[config.mk]
export PLATFORM = sky130hd
export DESIGN_NAME = cfg_unlock_guard
export DESIGN_NICKNAME = d
export VERILOG_FILES = /design/src/rtl/cfg_unlock_pkg.sv /design/src/rtl/key_seq_tracker.sv /design/src/rtl/prot_write_gate.sv /design/src/rtl/req_pair_checker.sv /design/src/rtl/cfg_unlock_guard.sv
export SDC_FILE = /design/constraint.sdc
export NUM_CORES = 1
export LEC_CHECK = 0
export ABC_AREA = 1
export BUFFER_PORTS_ARGS = -buffer_cell sky130_fd_sc_hd__clkbuf_2
export CAP_MARGIN = 20
export CELL_PAD_IN_SITES_DETAIL_PLACEMENT = 1
export CELL_PAD_IN_SITES_GLOBAL_PLACEMENT = 2
export CORE_MARGIN = 2
export CORE_UTILIZATION = 30
export DETAILED_ROUTE_END_ITERATION = 16
export GPL_ROUTABILITY_DRIVEN = 1
export GPL_TIMING_DRIVEN = 0
export PLACE_DENSITY_LB_ADDON = 0.1
export SKIP_CTS_REPAIR_TIMING = 1
export SYNTH_ARGS = -nofsm -noshare
export SYNTH_HDL_FRONTEND = slang
export SYNTH_SLANG_ARGS = --single-unit
[constraint.sdc]
create_clock -name clk_i -period 2.31 [get_ports clk_i]
set_clock_uncertainty 0.05 [all_clocks]
set_input_delay 0.462 -clock clk_i [delete_from_list [all_inputs] [get_ports clk_i]]
set_output_delay 0.462 -clock clk_i [all_outputs]
set_load 0.005 [all_outputs]
[src/rtl/cfg_unlock_pkg.sv]
package cfg_unlock_pkg;
  localparam int unsigned NKEY = 4;
  localparam logic [8*NKEY-1:0] KEY_SEQ_DEF = 32'hABEF5612;

  function automatic logic [7:0] key_byte(input logic [8*NKEY-1:0] seq, input int unsigned idx);
    return seq[8*(NKEY-1-idx) +: 8];
  endfunction
endpackage

[src/rtl/key_seq_tracker.sv]
module key_seq_tracker
  import cfg_unlock_pkg::*;
#(
  parameter int unsigned AW           = 6,
  parameter logic [AW-1:0] KEY_ADDR   = '0,
  parameter logic [AW-1:0] RELOCK_ADDR = '0,
  parameter logic [8*NKEY-1:0] KEY_SEQ = KEY_SEQ_DEF,
  parameter int unsigned UNLOCK_CYCLES = 64
) (
  input  logic          clk_i,
  input  logic          rst_ni,
  input  logic          wr_en_i,
  input  logic [AW-1:0] wr_addr_i,
  input  logic [7:0]    wr_data_i,
  output logic [NKEY-1:0] key_ok_o,
  output logic          unlocked_o
);
  localparam int unsigned SW = $clog2(NKEY + 1);
  localparam int unsigned TW = $clog2(UNLOCK_CYCLES + 1);
  localparam logic [SW-1:0] STAGE_OPEN = SW'(NKEY);
  localparam logic [TW-1:0] T_LAST     = TW'(UNLOCK_CYCLES - 1);

  logic [SW-1:0] stage_q, stage_d;
  logic [TW-1:0] tmr_q, tmr_d;
  logic [7:0]    exp_byte;
  logic          open_q;

  assign open_q = (stage_q == STAGE_OPEN);

  always_comb begin
    exp_byte = 8'h00;
    for (int i = 0; i < int'(NKEY); i++)
      if (stage_q == SW'(i)) exp_byte = key_byte(KEY_SEQ, i);
  end

  always_comb begin
    stage_d = stage_q;
    tmr_d   = tmr_q;
    if (open_q) begin
      if ((wr_en_i && wr_addr_i == RELOCK_ADDR) || tmr_q == T_LAST) begin
        stage_d = '0;
        tmr_d   = '0;
      end else begin
        tmr_d = tmr_q + 1'b1;
      end
    end else if (wr_en_i) begin
      if (wr_addr_i == KEY_ADDR && wr_data_i == exp_byte) begin
        stage_d = stage_q + 1'b1;
        tmr_d   = '0;
      end else begin
        stage_d = '0;  // wrong byte or foreign write aborts
      end
    end
  end

  always_ff @(posedge clk_i or negedge rst_ni) begin
    if (!rst_ni) begin
      stage_q <= '0;
      tmr_q   <= '0;
    end else begin
      stage_q <= stage_d;
      tmr_q   <= tmr_d;
    end
  end

  for (genvar g = 0; g < int'(NKEY); g++) begin : g_ok
    assign key_ok_o[g] = (stage_q > SW'(g));
  end
  assign unlocked_o = open_q;


  key_thermo_chk: assert property (@(posedge clk_i) disable iff (!rst_ni)
    ((key_ok_o + 1'b1) & key_ok_o) == '0);

  unlock_src_chk: assert property (@(posedge clk_i) disable iff (!rst_ni)
    $rose(unlocked_o) |-> $past(wr_en_i && wr_addr_i == KEY_ADDR
                                && wr_data_i == key_byte(KEY_SEQ, NKEY-1)));

  relock_chk: assert property (@(posedge clk_i) disable iff (!rst_ni)
    ($past(unlocked_o) && $past(wr_en_i && wr_addr_i == RELOCK_ADDR)) |-> !unlocked_o && key_ok_o == '0);

  tmr_bound_chk: assert property (@(posedge clk_i) disable iff (!rst_ni)
    tmr_q <= T_LAST);

  open_hold_chk: assert property (@(posedge clk_i) disable iff (!rst_ni)
    ($past(unlocked_o) && unlocked_o) |-> key_ok_o == '1);
endmodule

[src/rtl/prot_write_gate.sv]
module prot_write_gate #(
  parameter int unsigned AW            = 6,
  parameter logic [AW-1:0] PROT_BASE   = '0,
  parameter int unsigned PROT_COUNT    = 8
) (
  input  logic          clk_i,
  input  logic          rst_ni,
  input  logic          wr_en_i,
  input  logic [AW-1:0] wr_addr_i,
  input  logic [7:0]    wr_data_i,
  input  logic          unlocked_i,
  output logic          commit_o,
  output logic [AW-1:0] addr_o,
  output logic [7:0]    data_o
);
  localparam int unsigned LIM = int'(PROT_BASE) + PROT_COUNT;

  logic in_rng;
  assign in_rng = (int'(wr_addr_i) >= int'(PROT_BASE)) && (int'(wr_addr_i) < int'(LIM));

  always_ff @(posedge clk_i or negedge rst_ni) begin
    if (!rst_ni) begin
      commit_o <= 1'b0;
      addr_o   <= '0;
      data_o   <= '0;
    end else begin
      commit_o <= wr_en_i && in_rng && unlocked_i;
      if (wr_en_i && in_rng && unlocked_i) begin
        addr_o <= wr_addr_i;
        data_o <= wr_data_i;
      end
    end
  end


  prot_locked_chk: assert property (@(posedge clk_i) disable iff (!rst_ni)
    commit_o |-> $past(unlocked_i) && $past(wr_en_i));

  prot_pulse_chk: assert property (@(posedge clk_i) disable iff (!rst_ni)
    commit_o |-> data_o == $past(wr_data_i) && addr_o == $past(wr_addr_i));
endmodule

[src/rtl/req_pair_checker.sv]
module req_pair_checker #(
  parameter int unsigned AW          = 6,
  parameter logic [AW-1:0] REQ_ADDR  = '0,
  parameter logic [AW-1:0] REQN_ADDR = '0
) (
  input  logic          clk_i,
  input  logic          rst_ni,
  input  logic          wr_en_i,
  input  logic [AW-1:0] wr_addr_i,
  input  logic [7:0]    wr_data_i,
  output logic          commit_o,
  output logic [7:0]    data_o,
  output logic          err_o
);
  logic [7:0] held_q;
  logic       pend_q;
  logic       wr_req, wr_inv, match;

  assign wr_req = wr_en_i && wr_addr_i == REQ_ADDR;
  assign wr_inv = wr_en_i && wr_addr_i == REQN_ADDR;
  assign match  = pend_q && ((wr_data_i ^ held_q) == 8'hFF);

  always_ff @(posedge clk_i or negedge rst_ni) begin
    if (!rst_ni) begin
      held_q   <= '0;
      pend_q   <= 1'b0;
      commit_o <= 1'b0;
      data_o   <= '0;
      err_o    <= 1'b0;
    end else begin
      commit_o <= wr_inv && match;
      if (wr_req) begin
        held_q <= wr_data_i;
        pend_q <= 1'b1;
      end else if (wr_inv) begin
        pend_q <= 1'b0;
        if (match) begin
          data_o <= held_q;
          err_o  <= 1'b0;
        end else begin
          err_o  <= 1'b1;
        end
      end
    end
  end


  req_cmpl_chk: assert property (@(posedge clk_i) disable iff (!rst_ni)
    commit_o |-> $past(wr_addr_i == REQN_ADDR) && ($past(wr_data_i) == ~data_o));

  req_err_excl_chk: assert property (@(posedge clk_i) disable iff (!rst_ni)
    $rose(err_o) |-> !commit_o);

  req_err_clr_chk: assert property (@(posedge clk_i) disable iff (!rst_ni)
    commit_o |-> !err_o);
endmodule

[src/rtl/cfg_unlock_guard.sv]
module cfg_unlock_guard
  import cfg_unlock_pkg::*;
#(
  parameter int unsigned AW            = 6,
  parameter logic [AW-1:0] KEY_ADDR    = 6'h03,
  parameter logic [AW-1:0] RELOCK_ADDR = 6'h04,
  parameter logic [AW-1:0] REQ_ADDR    = 6'h10,
  parameter logic [AW-1:0] REQN_ADDR   = 6'h11,
  parameter logic [AW-1:0] PROT_BASE   = 6'h20,
  parameter int unsigned PROT_COUNT    = 8,
  parameter logic [8*NKEY-1:0] KEY_SEQ = KEY_SEQ_DEF,
  parameter int unsigned UNLOCK_CYCLES = 64
) (
  input  logic            clk_i,
  input  logic            rst_ni,
  input  logic            wr_en_i,
  input  logic [AW-1:0]   wr_addr_i,
  input  logic [7:0]      wr_data_i,
  output logic [NKEY-1:0] key_ok_o,
  output logic            unlocked_o,
  output logic            prot_commit_o,
  output logic [AW-1:0]   prot_addr_o,
  output logic [7:0]      prot_data_o,
  output logic            req_commit_o,
  output logic [7:0]      req_data_o,
  output logic            req_err_o
);
  key_seq_tracker #(
    .AW(AW), .KEY_ADDR(KEY_ADDR), .RELOCK_ADDR(RELOCK_ADDR),
    .KEY_SEQ(KEY_SEQ), .UNLOCK_CYCLES(UNLOCK_CYCLES)
  ) u_keys (
    .clk_i, .rst_ni, .wr_en_i, .wr_addr_i, .wr_data_i,
    .key_ok_o, .unlocked_o
  );

  prot_write_gate #(.AW(AW), .PROT_BASE(PROT_BASE), .PROT_COUNT(PROT_COUNT)) u_gate (
    .clk_i, .rst_ni, .wr_en_i, .wr_addr_i, .wr_data_i,
    .unlocked_i(unlocked_o),
    .commit_o(prot_commit_o), .addr_o(prot_addr_o), .data_o(prot_data_o)
  );

  req_pair_checker #(.AW(AW), .REQ_ADDR(REQ_ADDR), .REQN_ADDR(REQN_ADDR)) u_req (
    .clk_i, .rst_ni, .wr_en_i, .wr_addr_i, .wr_data_i,
    .commit_o(req_commit_o), .data_o(req_data_o), .err_o(req_err_o)
  );
endmodule

==> After elaboration in Yosys (flattened, before gate mapping) <==
Cells that the tools add are included.
{ "classes": {"n_mux": 15, "shift": 0, "n_eq_ne": 12, "reduce_logical": 18, "bitwise": 2, "multipliers": 0, "magnitude_cmp": 6, "n_div": 0, "addsub": 2} }
{ "ops": {"columns": ["op", "count"], "rows": [
  ["8-bit 2-to-1 mux", 4],
  ["7-bit 2-to-1 mux", 4],
  ["6-bit by 5-bit == test with 1-bit output (second input constant)", 2],
  ["3-bit 2-to-1 mux", 4],
  ["1-bit logical AND", 9],
  ["8-bit == test", 1],
  ["8-bit == test (second input constant)", 1],
  ["8-bit bitwise XOR", 1],
  ["7-bit by 1-bit adder with 7-bit output (second input constant)", 1],
  ["7-bit by 6-bit == test with 1-bit output (second input constant)", 1],
  ["3-bit by 2-bit == test with 1-bit output (second input constant)", 2],
  ["6-bit by 2-bit == test with 1-bit output (second input constant)", 1],
  ["6-bit by 3-bit == test with 1-bit output (second input constant)", 1],
  ["6-bit >= comparator (second input constant)", 1],
  ["3-bit by 1-bit greater-than comparator with 1-bit output (second input constant)", 2],
  ["3-bit by 2-bit greater-than comparator with 1-bit output (second input constant)", 2],
  ["6-bit less-than comparator (second input constant)", 1],
  ["2-bit AND reduction", 3],
  ["2-bit nonzero test", 3],
  ["3-bit by 1-bit adder with 3-bit output (second input constant)", 1],
  ["3-bit by 1-bit == test with 1-bit output (second input constant)", 1],
  ["3-bit == test (second input constant)", 1],
  ["3-bit logical NOT", 1],
  ["1-bit 2-to-1 mux", 3],
  ["4 further kinds", 4]
]} }
{ "word_totals": {"latchBits": 0, "regBits": 44, "elab_cells": 65, "memories": 0, "ramBits": 0, "rom_bits": 0} }

==> Depth between registers and ports, before layout <==
{ "depth": {"word_depth": 10, "depth_mapped": 11} }

==> Cells and area by module <==
Synthesis repeated with hierarchy kept, for this count alone.
{ "unflattened": {"cells_unflattened": 310, "area_unflattened_um2": 2454.9} }
{ "modules_own_cells": {"columns": ["mod", "instances", "area_each_um2", "seq_area_each_um2", "cells_each"], "rows": [
  ["req_pair_checker", 1, 972.2, 475.5, 121],
  ["key_seq_tracker", 1, 872.1, 250.2, 123],
  ["prot_write_gate", 1, 610.6, 375.4, 66]
]} }

==> Least setup slack after synthesis <==
Ideal clock, no wire load.
{ "synth_path": {"path_type": "reg-to-reg", "from": "register u_keys.stage_q[0]", "to": "register u_gate.data_o[7]", "stages_incl_launch_ff": 9, "period_less_slack_ns": 1.664, "t_required_ns": 2.140, "setup_ns": 0.120, "slack_ns": 0.646, "path_buffers": 1, "arrival_ns": 1.494, "path_cell_list": "dfrtp_1 -> inv_1 -> ha_1 -> nand2_4 -> nor4_4 -> inv_2 -> buf_6 -> nand2_1 -> o21ai_2"} }
{ "synth_via": {"elab_chain_len": 2} }
{ "synth_lines": {"columns": ["element", "line_no", "rtl"], "rows": [
  ["start, declared", "key_seq_tracker.sv:23", "logic [SW-1:0] stage_q, stage_d;"],
  ["start signal, assigned", "key_seq_tracker.sv:61", "stage_q <= stage_d;"],
  ["3-bit == test", "key_seq_tracker.sv:28", "assign open_q = (stage_q == STAGE_OPEN);"],
  ["1-bit logical AND", "prot_write_gate.sv:28", "if (wr_en_i && in_rng && unlocked_i) begin"],
  ["end signal, assigned", "prot_write_gate.sv:30", "data_o <= wr_data_i;"],
  ["end, declared", "prot_write_gate.sv:14", "output logic [7:0] data_o"]
]} }
No other way between the ends.
A chain may end at the register's enable or synchronous reset.

==> Worst setup path in the final report <==
{ "layout_path": {"from": "register u_keys.stage_q[0]", "to": "output unlocked_o"} }
{ "layout_via": {"elab_chain_len": 1} }
{ "layout_lines": {"columns": ["element", "line_no", "rtl"], "rows": [
  ["3-bit == test", "key_seq_tracker.sv:28", null],
  ["end, declared", "cfg_unlock_guard.sv:20", "output logic unlocked_o,"]
]} }
No other way between the ends.

==> results.ini <==
[place]
place_area_um2=2620
hpwlAfterDp_mm=4.60
io_buffers=46
gp_congestion=0.727

[finish]
fin_area_um2=2730
drive_above_1_share_pct=23.3
n_antenna_cell=0
syn_to_final_growth_pct=21.6
finalNetCount=357

[setup_path]
cp-startpoint=u_keys.stage_q[0]
critical_path_class=flip-flop to primary output
path_max_fanout=10
r2r_cells=8
endpoint=unlocked_o
cp-start-kind=flip-flop
arrival_ns=1.57
crit_path_end_kind=primary output
rr_startpoint=u_keys.stage_q[0]
crit_required_ns=1.80
r2r-end=u_gate.data_o[7]
reg2reg_slack_ns=0.40

[synthesis]
async_flop_share_pct=100
yosys.cell_types.count=26
synth.avg_cell_area_um2=8.01
synth_common_cells=nand2_1 (89), dfrtp_1 (44), nor2_1 (31), inv_1 (28), nand3_1 (22)
yosysMostFrequentCell=nand2_1
synth_area_leaders=dfrtp_1 (49%), nand2_1 (15%), nor2_1 (5.2%)
seq_area_frac_synth_pct=49.1
syn-cell-area_um2=2240
yosys_warnings=0
synth.largest_area_cell=dfrtp_1
synthFlopType=dfrtp_1
synth_top_area_share_pct=49.1
synth_seq_cells=44
synth_cells=280
synthesis.nets=303
synth-edff-count=0

[timing]
hold_slack_ns=0.00721
fmax_mhz=480
max_slew_margin_pct=70.6
min_period_ns=2.08
setup_violations=0
rsz0062_at_grt=no
hold_viol_final=0
report.final.slew_viol_count=0
fin_setup_tns_ns=0
worst_slew_pin_slew_ns=0.440
final.period_utilization_pct=90.3

[floorplanning]
die_w_um=90.5
die_h_um=90.5
fp-row-count=31
pin_count=47
initial_core_util_pct=30.9
core_um2=7250
die_area_um2=8180

[worst_hold_path]
hold_path.class=primary input to asynchronous set/reset pin

[pwr]
power.density_nw_per_um2=571
leakage_uw=0.00149
peakVddDrop_uv=197

[grt]
grt_pass1_wl_mm=10.1
grt_max_degree=34
grt.total_usage_pct=15.7
grt_use_met1_pct=22.9
grt_pass1_vias=1927
busiest_layer=met2
grt_use_met3_pct=3.01
met2_usage_pct=23.3
antenna_found_initial=0
grt-ovfl-total=0

[clocking]
clk_pin_slew_ns=0.08
cts_root_buffer=clkbuf_8
clk_latency_ns=0.29
numCtsBuffers=5
cts_tree=yes
cts.sinks=44
htree_levels=2
cts_buffer_depth=2

[drt]
dr.pass1.iters=4
drc=0
avgViaCountPerCell=4.54
vias=1969
ant_nets=0
wire_per_inst_um=13.9
postRouteWirelength_mm=6.01
drt_iter0_drc=67

[outcome]
status=finished clean

[run]
cap_violations=0

-- layout make-up --
class,instances,area (um^2)
sequential,44,1100
multi-input combinational,202,1000
timing repair buffer,47,250
inverter,31,116
tap,99,124
clock buffer,6,72.6
fill,925,4530
buffer,3,26.3
clock inverter,2,35.0
-- worst max-delay path, cell delays in order (launching register included) --
cell and delay [ns]:
dfrtp_1 0.43, inv_1 0.13, ha_1 0.27, nand2_4 0.13, inv_1 0.17, clkbuf_2 0.14
-- per-stage QoR --
step / utilization [%] / worst slack (ns) / std cells / total power (uW)
after floorplan: - / 0.646 / 280 / 906
after global placement: 35.8 / 0.234 / 425 / 978
after CTS: 37.6 / 0.192 / 434 / 1590
after global routing: 37.6 / 0.0880 / 434 / 1640
final: 37.6 / 0.225 / 434 / 1560
after detailed placement: 36.1 / 0.262 / 426 / 985
-- routing by layer --
layer	vias up	part of all wire (%)	routed length [um]
met1	925	53	3210
met2	39	42	2530
met4	0	1.3	76
li1	999	-	-
met5	-	0	0
met3	6	3.3	201
-- layout by cell type, fill, tap and decap left out, drive strengths merged --
cell	netlist	routed
xor2	1	1
buf	2	3
nand4	6	6
nand3b	1	1
dfrtp	44	44
a211oi	1	1
nand3	22	22
o21ai	26	26
o22ai	1	1
clkbuf	1	53
a21boi	1	1
nand2	92	92
bufinv	0	1
inv	31	31
xnor2	1	1
nor2	31	31
nor4	1	1
o21bai	1	1
or2	6	6
ha	6	6
nor3	2	2
clkinv	0	1
a21oi	3	3
-- registers in the layout, indices dropped and copies added (netlist names) --
signal and flops:
u_req.held_q 8, u_req.pend_q 1, u_gate.addr_o 6, u_gate.data_o 8, u_keys.stage_q 3, u_req.commit_o 1
u_req.data_o 8, u_gate.commit_o 1, u_req.err_o 1, u_keys.tmr_q 7
-- how the worst min path moves through the flow --
stage	from	to	slack (ns)	depth (start not counted)
2_1_floorplan	rst_ni	u_gate.addr_o[0]	0.12	0
3_3_place_gp	u_gate.addr_o[5]	u_gate.addr_o[5]	0.40	1
3_5_place_dp	rst_ni	u_gate.addr_o[4]	0.35	1
4_1_cts	rst_ni	u_gate.addr_o[4]	0.02	1
5_1_grt	rst_ni	u_gate.addr_o[4]	0.02	1
6_report	rst_ni	u_gate.addr_o[4]	0.007	1
-- power by group --
part / total (uW) / switching (uW) / leakage [uW] / internal (uW)
combinational: 142 / 89.4 / 0.000838 / 52.7
sequential: 823 / 24.0 / 0.000594 / 799
clock: 592 / 271 / 0.0000552 / 321
-- kinds of logic (layout without fill, tap and decap cells) --
group | Yosys count | in the layout | share of synthesized area [%]
and+or+nand+nor | 161 | 161 | 31.1
DFF | 44 | 44 | 49.1
AOI/OAI and AO/OA | 33 | 33 | 9.26
adders and majority gates | 6 | 6 | 3.35
xor gates and xnor gates | 2 | 2 | 0.781
buffers and inverters | 34 | 89 | 6.36
Note: power is estimated with default switching activity, not from simulation.
